===== src/rtl/fact_pkg.sv =====
package fact_pkg;
  localparam logic [7:0] OFF_VAL   = 8'h08;
  localparam logic [7:0] OFF_STAT  = 8'h20;
  localparam int         BUSY_BIT  = 0;
  localparam int         IE_BIT    = 7;
  localparam int         ACC_BYTES = 4;
endpackage


===== src/rtl/fact_core.sv =====
module fact_core #(
  parameter int DATA_W = 32
) (
  input  logic              clk_i,
  input  logic              rst_ni,
  input  logic              start_i,
  input  logic [DATA_W-1:0] operand_i,
  output logic              busy_o,
  output logic              finish_o,
  output logic [DATA_W-1:0] result_o
);
  logic [DATA_W-1:0] cnt_q, acc_q;
  logic              busy_q;

  // last busy cycle: all factors consumed
  assign finish_o = busy_q && (cnt_q == '0);
  assign busy_o   = busy_q;
  assign result_o = acc_q;

  always_ff @(posedge clk_i or negedge rst_ni) begin
    if (!rst_ni) begin
      busy_q <= 1'b0;
      cnt_q  <= '0;
      acc_q  <= '0;
    end else if (start_i && !busy_q) begin
      busy_q <= 1'b1;
      cnt_q  <= operand_i;
      acc_q  <= DATA_W'(1);
    end else if (busy_q) begin
      if (cnt_q == '0) begin
        busy_q <= 1'b0;
      end else begin
        acc_q <= acc_q * cnt_q;
        cnt_q <= cnt_q - 1'b1;
      end
    end
  end
endmodule


===== src/rtl/fact_regs.sv =====
module fact_regs
  import fact_pkg::*;
#(
  parameter int ADDR_W = 8,
  parameter int DATA_W = 32,
  parameter int SIZE_W = 4
) (
  input  logic              clk_i,
  input  logic              rst_ni,
  input  logic              req_i,
  input  logic              we_i,
  input  logic [ADDR_W-1:0] addr_i,
  input  logic [SIZE_W-1:0] size_i,
  input  logic [DATA_W-1:0] wdata_i,
  input  logic              busy_i,
  input  logic              finish_i,
  input  logic [DATA_W-1:0] result_i,
  output logic              start_o,
  output logic [DATA_W-1:0] val_o,
  output logic              ie_o,
  output logic [DATA_W-1:0] rdata_o,
  output logic              rvalid_o,
  output logic              irq_o
);
  logic [DATA_W-1:0] val_q, rdata_q, rd_mux;
  logic              ie_q, rvalid_q, irq_q;
  logic              size_ok, wr_val, wr_stat, rd;

  assign size_ok = (size_i == SIZE_W'(ACC_BYTES));
  assign wr_val  = req_i && we_i && size_ok && (addr_i == ADDR_W'(OFF_VAL));
  assign wr_stat = req_i && we_i && size_ok && (addr_i == ADDR_W'(OFF_STAT));
  assign rd      = req_i && !we_i;
  assign start_o = wr_val && !busy_i;

  always_comb begin
    rd_mux = '1;
    if (size_ok) begin
      if (addr_i == ADDR_W'(OFF_VAL)) begin
        rd_mux = val_q;
      end else if (addr_i == ADDR_W'(OFF_STAT)) begin
        rd_mux = '0;
        rd_mux[BUSY_BIT] = busy_i;
        rd_mux[IE_BIT]   = ie_q;
      end
    end
  end

  always_ff @(posedge clk_i or negedge rst_ni) begin
    if (!rst_ni) begin
      val_q    <= '0;
      ie_q     <= 1'b0;
      rdata_q  <= '0;
      rvalid_q <= 1'b0;
      irq_q    <= 1'b0;
    end else begin
      if (finish_i)     val_q <= result_i;
      else if (start_o) val_q <= wdata_i;
      if (wr_stat) ie_q <= wdata_i[IE_BIT];
      rvalid_q <= rd;
      if (rd) rdata_q <= rd_mux;
      irq_q <= finish_i && ie_q;
    end
  end

  assign val_o    = val_q;
  assign ie_o     = ie_q;
  assign rdata_o  = rdata_q;
  assign rvalid_o = rvalid_q;
  assign irq_o    = irq_q;
endmodule


===== src/rtl/fact_engine.sv =====
module fact_engine #(
  parameter int ADDR_W = 8,
  parameter int DATA_W = 32,
  parameter int SIZE_W = 4
) (
  input  logic              clk_i,
  input  logic              rst_ni,
  input  logic              req_i,
  input  logic              we_i,
  input  logic [ADDR_W-1:0] addr_i,
  input  logic [SIZE_W-1:0] size_i,
  input  logic [DATA_W-1:0] wdata_i,
  output logic [DATA_W-1:0] rdata_o,
  output logic              rvalid_o,
  output logic              irq_o
);
  logic              start, busy, finish, ie;
  logic [DATA_W-1:0] result, val;

  fact_regs #(.ADDR_W(ADDR_W), .DATA_W(DATA_W), .SIZE_W(SIZE_W)) u_regs (
    .clk_i, .rst_ni, .req_i, .we_i, .addr_i, .size_i, .wdata_i,
    .busy_i(busy), .finish_i(finish), .result_i(result),
    .start_o(start), .val_o(val), .ie_o(ie),
    .rdata_o, .rvalid_o, .irq_o
  );

  fact_core #(.DATA_W(DATA_W)) u_core (
    .clk_i, .rst_ni, .start_i(start), .operand_i(wdata_i),
    .busy_o(busy), .finish_o(finish), .result_o(result)
  );
endmodule


===== config.mk =====
export PLATFORM = sky130hd
export DESIGN_NAME = fact_engine
export DESIGN_NICKNAME = d
export VERILOG_FILES = /design/src/rtl/fact_pkg.sv /design/src/rtl/fact_core.sv /design/src/rtl/fact_regs.sv /design/src/rtl/fact_engine.sv
export SDC_FILE = /design/constraint.sdc
export NUM_CORES = 1
export LEC_CHECK = 0
export ABC_AREA = 0
export BUFFER_PORTS_ARGS = -buffer_cell sky130_fd_sc_hd__clkbuf_2
export CORE_UTILIZATION = 45
export CTS_CLUSTER_DIAMETER = 150
export DETAILED_ROUTE_END_ITERATION = 10
export GPL_TIMING_DRIVEN = 1
export SETUP_SLACK_MARGIN = 0.15
export SYNTH_ARGS = -nofsm -noshare
export SYNTH_HDL_FRONTEND = slang
export SYNTH_SLANG_ARGS = --single-unit

===== constraint.sdc =====
create_clock -name clk_i -period 8 [get_ports clk_i]
set_input_delay 1.6 -clock clk_i [delete_from_list [all_inputs] [get_ports clk_i]]
set_output_delay 1.6 -clock clk_i [all_outputs]
set_load 0.005 [all_outputs]

# Yosys cells after proc, flatten, opt, wreduce, memory -nomap -nowiden
# Cells that the tools add are included.
[totals]
ff_bits = 132
in_bits = 48
out_inout_bits = 34
wordCells = 43
[classes]
add_sub_neg = 1
mul = 1
eq_ne = 4
n_mux = 14
reduce_logical = 15
[ops]
columns = ["operator", "n"]
rows = [
  ["$mux 32", 11],
  ["$logic_not 32->1", 1],
  ["$mul 32x32->32", 1],
  ["$sub 32x1->32 const B", 1],
  ["$logic_and 1x1->1", 9],
  ["$eq 8x4->1 const B", 1],
  ["$eq 8x6->1 const B", 1],
  ["$eq 4x3->1 const B", 1],
  ["$reduce_bool 2->1", 2],
  ["$mux 1", 3],
  ["$logic_not 1->1", 2],
  ["$ne 2x2->1 const B", 1],
  ["$reduce_and 2->1", 1],
]

# Longest topological paths before layout
[logic_depth]
depth_word = 7
mapped_depth = 27
mapped_depth_nobuf = 25

# By module
# From an unflattened synthesis, not the netlist that was laid out.
[unflattened]
cells_unflattened = 2354
hier_area_um2 = 21898.5
[modules_own_cells]
columns = ["module", "instances", "cells_per_inst", "area_per_inst_um2"]
rows = [
  ["fact_core", 1, 2057, 18756.7],
  ["fact_regs", 1, 297, 3141.8],
]

# Least setup slack after synthesis
# No wires, ideal clock.
[synth_path]
path_type = "reg2reg"
start = "register u_core.cnt_q[3]"
end = "register u_core.acc_q[31] (netlist: u_core.result_o[31])"
setup_ns = 0.133
t_arrival_ns = 6.691
required_time_ns = 7.867
slack_ns = 1.176
stages_incl_launch_ff = 24
path_buffers = 2
path_cell_list = "dfrtp_1 clkbuf_1 clkbuf_1 and2_1 fa_1 inv_1 fa_1 fa_1 fa_1 inv_1 fa_1 fa_1 fa_1 fa_1 ha_1 and2_1 a22o_1 o41ai_1 o31a_1 a21oi_1 o31ai_1 a21oi_1 xnor2_1 o21ai_0"
[synth_via]
elab_chain_cells = 4
elab_cells_between_ends = 7
classes_between = "1 x mul; 1 x eq/ne; 3 x mux; 2 x reduce/logical"
[synth_rtl]
columns = ["item", "line", "text"]
rows = [
  ["start: declaration", "fact_core.sv:12", "logic [DATA_W-1:0] cnt_q, acc_q;"],
  ["start signal: assignment", "fact_core.sv:27", "cnt_q <= operand_i;"],
  ["start signal: assignment", "fact_core.sv:34", "cnt_q <= cnt_q - 1'b1;"],
  ["$mul 32x32->32", "fact_core.sv:33", "acc_q <= acc_q * cnt_q;"],
  ["$mux 32", "fact_core.sv:30", "if (cnt_q == '0) begin"],
  ["$mux 32", "fact_core.sv:29", "end else if (busy_q) begin"],
  ["$mux 32", "fact_core.sv:25", "end else if (start_i && !busy_q) begin"],
  ["end signal: assignment", "fact_core.sv:33", ""],
  ["end: declaration", "fact_core.sv:12", ""],
]
# Parallel ways exist; a longest one is shown, timed or not. The select of a mux whose other input is x is not followed.
# A chain may end at the register's enable or synchronous reset.

# Worst setup path after layout
[layout_path]
start = "register u_core.cnt_q[4]"
end = "register u_core.acc_q[31] (netlist: u_core.result_o[31])"
# The elaborated chain is that of the path after synthesis.

==> flow_summary.json <==
{
  "fillers": 4465,
  "grt_pass1_wl_um": 100400,
  "postRouteWirelength_um": 62040,
  "busiest_layer": "met2",
  "reg2reg_depth": 23,
  "seq_area_frac_synth_pct": 15.32,
  "synthSimpleGateAreaFrac_pct": 19.65,
  "slew_headroom_pct": 19.31,
  "cp_cell_sequence": "and2_1 -> fa_1 -> inv_1 -> fa_1 -> fa_1 -> fa_1 -> inv_1 -> fa_1 -> inv_1 -> fa_1 -> inv_1 -> fa_1 -> fa_1 -> ha_1 -> and4_1 -> and2_1 -> and4_1 -> o21ai_0 -> a21oi_1 -> o31ai_1 -> a21oi_1 -> xnor2_1 -> o21ai_0",
  "min_from": "u_regs.rdata_o[21]",
  "die_y_um": 220.9,
  "crit_path_end_kind": "flop",
  "ant_nets": 0,
  "skew_ns": 0.01472,
  "synth.top_cells.by_area": "fa_1 (38%), dfrtp_1 (15%), and2_1 (9.1%)",
  "synth-xor-area-share_pct": 4.673,
  "diodes": 0,
  "period_share_pct": 94.15,
  "root_buffer": "clkbuf_16",
  "ys_async_sr_fraction_pct": 100.0,
  "clock_sinks": 132,
  "min_path_cells": 2,
  "ys.flop_type": "dfrtp_1",
  "io_buffers": 81,
  "whs_endpoint": "u_regs.rdata_o[21]",
  "nets": 2954,
  "crit_family": "adder cells",
  "coreArea_mm2": 0.04685,
  "syn_area_mm2": 0.02156,
  "grt_usage_pct": 26.92,
  "yosysWarnings": 0,
  "finalCriticalPeriod_ns": 7.532,
  "fin_tns_setup_ns": 0,
  "drtIter0Drc": 1068,
  "ioPinCount": 82,
  "worstMarginPinSlew_ns": 1.210,
  "vias": 16070,
  "dpl_worst_slack_ns": 0.3954,
  "synthAdderAreaFrac_pct": 45.09,
  "post-dp-hpwl_um": 49160,
  "hold_viol": 0,
  "post_drt_via_cell_ratio": 5.368,
  "worst-path-buf-inv": 4,
  "rsz0062_at_grt": "false",
  "drc_errors": 5,
  "r2r_setup_slack_ns": 0.47,
  "crit_slowest_cell": "dfrtp_1",
  "grt_pass1_vias": 17080,
  "cp_max_fo": 24,
  "setup_viol_count_final": 0,
  "met2_usage_pct": 43.81,
  "cts_setup_buffers": 0,
  "drive_gt1_share_pct": 8.127,
  "ctsHoldBuffers": 0,
  "drt-pass1-iter-count": 10,
  "worstSetupPathType": "reg2reg",
  "grtUsageMet3_pct": 4.183,
  "die_area_mm2": 0.04878,
  "arrival_ns": 7.85,
  "syn_inst": 2371,
  "start_util_pct": 46.01,
  "fp-row-count": 79,
  "wl_per_cell_um": 20.72,
  "fmax_ghz": 0.1328,
  "cp_common_cell": "fa_1",
  "fin_ws_ns": 0.4679,
  "critPathMaxStageDelay_ns": 0.99,
  "grt_max_degree": 69,
  "yosysUniqueCellTypes": 58,
  "synthTopCellsByCount": "fa_1 (408), inv_1 (391), nand2_1 (347), and2_1 (312), clkbuf_1 (133)",
  "r2r-end": "u_core.result_o[31]",
  "reg2reg_from": "u_core.cnt_q[4]",
  "synth_edf_count": 0,
  "synth_top_area_share_pct": 37.89,
  "drv_cap": 0,
  "synth_nets": 2951,
  "cp-start-kind": "flop",
  "syn_avg_cell_area_um2": 9.091,
  "max-clock-path-buffers": 2,
  "violations": "DRC",
  "critPathRequiredTime_ns": 8.31,
  "die_width_um": 220.9,
  "hp-class": "reg2reg",
  "clkTransAtPathRegs_ns": 0.07,
  "yosys.area.top_type": "fa_1",
  "synth.area.mux_share_pct": 0.1451,
  "final-max-slew-violation-count": 0,
  "outcome": "complete, but fails checks",
  "grt_use_met1_pct": 37.37,
  "cts_made_buffers": 17,
  "synth_compound_area_share_pct": 5.392,
  "htreeDepth": 4,
  "synth_seq_cells": 132,
  "place_congestion": 0.9150,
  "cts_tree": "yes",
  "grt-ovfl-total": 0,
  "worstSkewPairLatency_ns": 0.45,
  "synthToLayoutAreaGrowth_pct": 7.413,
  "synthMostInstantiatedCell": "fa_1",
  "synth_top_family_by_area": "adder cells",
  "antenna_found_initial": 0
}
-- registers in the layout, summed over array words and instances (netlist names) --
name / cells
u_regs.rvalid_o: 1
u_regs.rdata_o: 32
u_regs.irq_o: 1
u_core.result_o: 32
u_regs.val_o: 32
u_core.cnt_q: 32
u_core.busy_o: 1
u_regs.ie_o: 1
-- layout by cell type (no fill, tap or decap), drive strengths merged, types with 2 or more instances in the layout --
master    Yosys  routed
xor2         33      33
nor2b         2       2
nand3b        2       2
fa          408     408
nor2         97      97
clkinvlp      0       4
nand2b        6       6
o211ai        6       6
inv         391     395
nand2       348     348
o21ai        69      69
buf          17      54
o311ai        2       2
a21oi        54      54
clkbuf      133      99
a31oi        34      34
a21o         13      13
nor3         15      15
and4          2       2
nor4b         2       2
xnor2        82      82
ha          124     124
nand3        40      40
o41ai         3       3
o2111ai       2       2
nor4          7       7
mux2i         2       2
clkinv        0       3
o21a          5       5
bufinv        0       2
or3           6       6
dfrtp       132     132
and3          2       2
and2        314     314
o21bai        2       2
or4           3       3
-- timing repair --
item | CTS | global route
hold endpoints to repair | 0 | 0
endpoints found under the setup margin | 0 | 3
resized for setup | 0 | 5
-- how the worst max path moves through the flow --
stage | slack, ns | depth (start not counted) | end | startpoint
after floorplan | 1.18 | 23 | u_core.result_o[31] | u_core.cnt_q[3]
after CTS | 0.38 | 23 | u_core.result_o[31] | u_core.cnt_q[5]
after global placement | 0.54 | 23 | u_core.result_o[31] | u_core.cnt_q[5]
after detailed placement | 0.40 | 23 | u_core.result_o[31] | u_core.cnt_q[5]
final | 0.47 | 23 | u_core.result_o[31] | u_core.cnt_q[4]
after global routing | 0.15 | 24 | u_core.result_o[30] | u_core.cnt_q[4]
-- layer usage --
| metal | wire length [um] | vias to the layer above |
|---|---|---|
| met1 | 26800 | 8360 |
| met4 | 1405 | 0 |
| li1 | - | 7120 |
| met3 | 4230 | 69 |
| met2 | 29610 | 522 |
| met5 | 0 | - |
-- through the flow --
stage | cell area, um2 | cells | util (%) | hold WS, ns
final | 23150 | 2994 | 49.42 | 0.5258
after global routing | 23150 | 2994 | 49.42 | 0.5476
after CTS | 23150 | 2994 | 49.40 | 0.5259
after detailed placement | 22560 | 2962 | 48.16 | 0.5188
after global placement | 22560 | 2962 | 48.16 | 0.5074
after floorplan | 21560 | 2371 | - | 0.4723
-- cell families after synthesis --
logic type / count (synthesis)
flip-flops: 132
buffers and inverters: 541
adder cells (fa/ha/maj): 532
XOR/XNOR: 115
multiplexers: 3
AO/OA/AOI/OAI: 199
AND/OR/NAND/NOR: 849
-- tightest hold or removal path: cells and delay by family (launching register included) --
family	cells	cell delay, ns
compound gates	1	0.10
flops	1	0.34
simple gates	1	0.05
-- layout make-up --
cell class / count / area, um2 / area share (%)
flip-flops and latches: 132 / 3309 / 14.29
clock buffers: 19 / 432.9 / 1.870
multi-input cells: 1698 / 16170 / 69.86
well taps: 607 / 759.5 / 3.280
clock inverters: 13 / 150.1 / 0.6485
repair buffers: 134 / 859.6 / 3.713
inverters: 391 / 1468 / 6.339
Power is left out: the tool's default activity adds up to more than one toggle a clock period on the data nets, which glitch-free logic cannot reach.
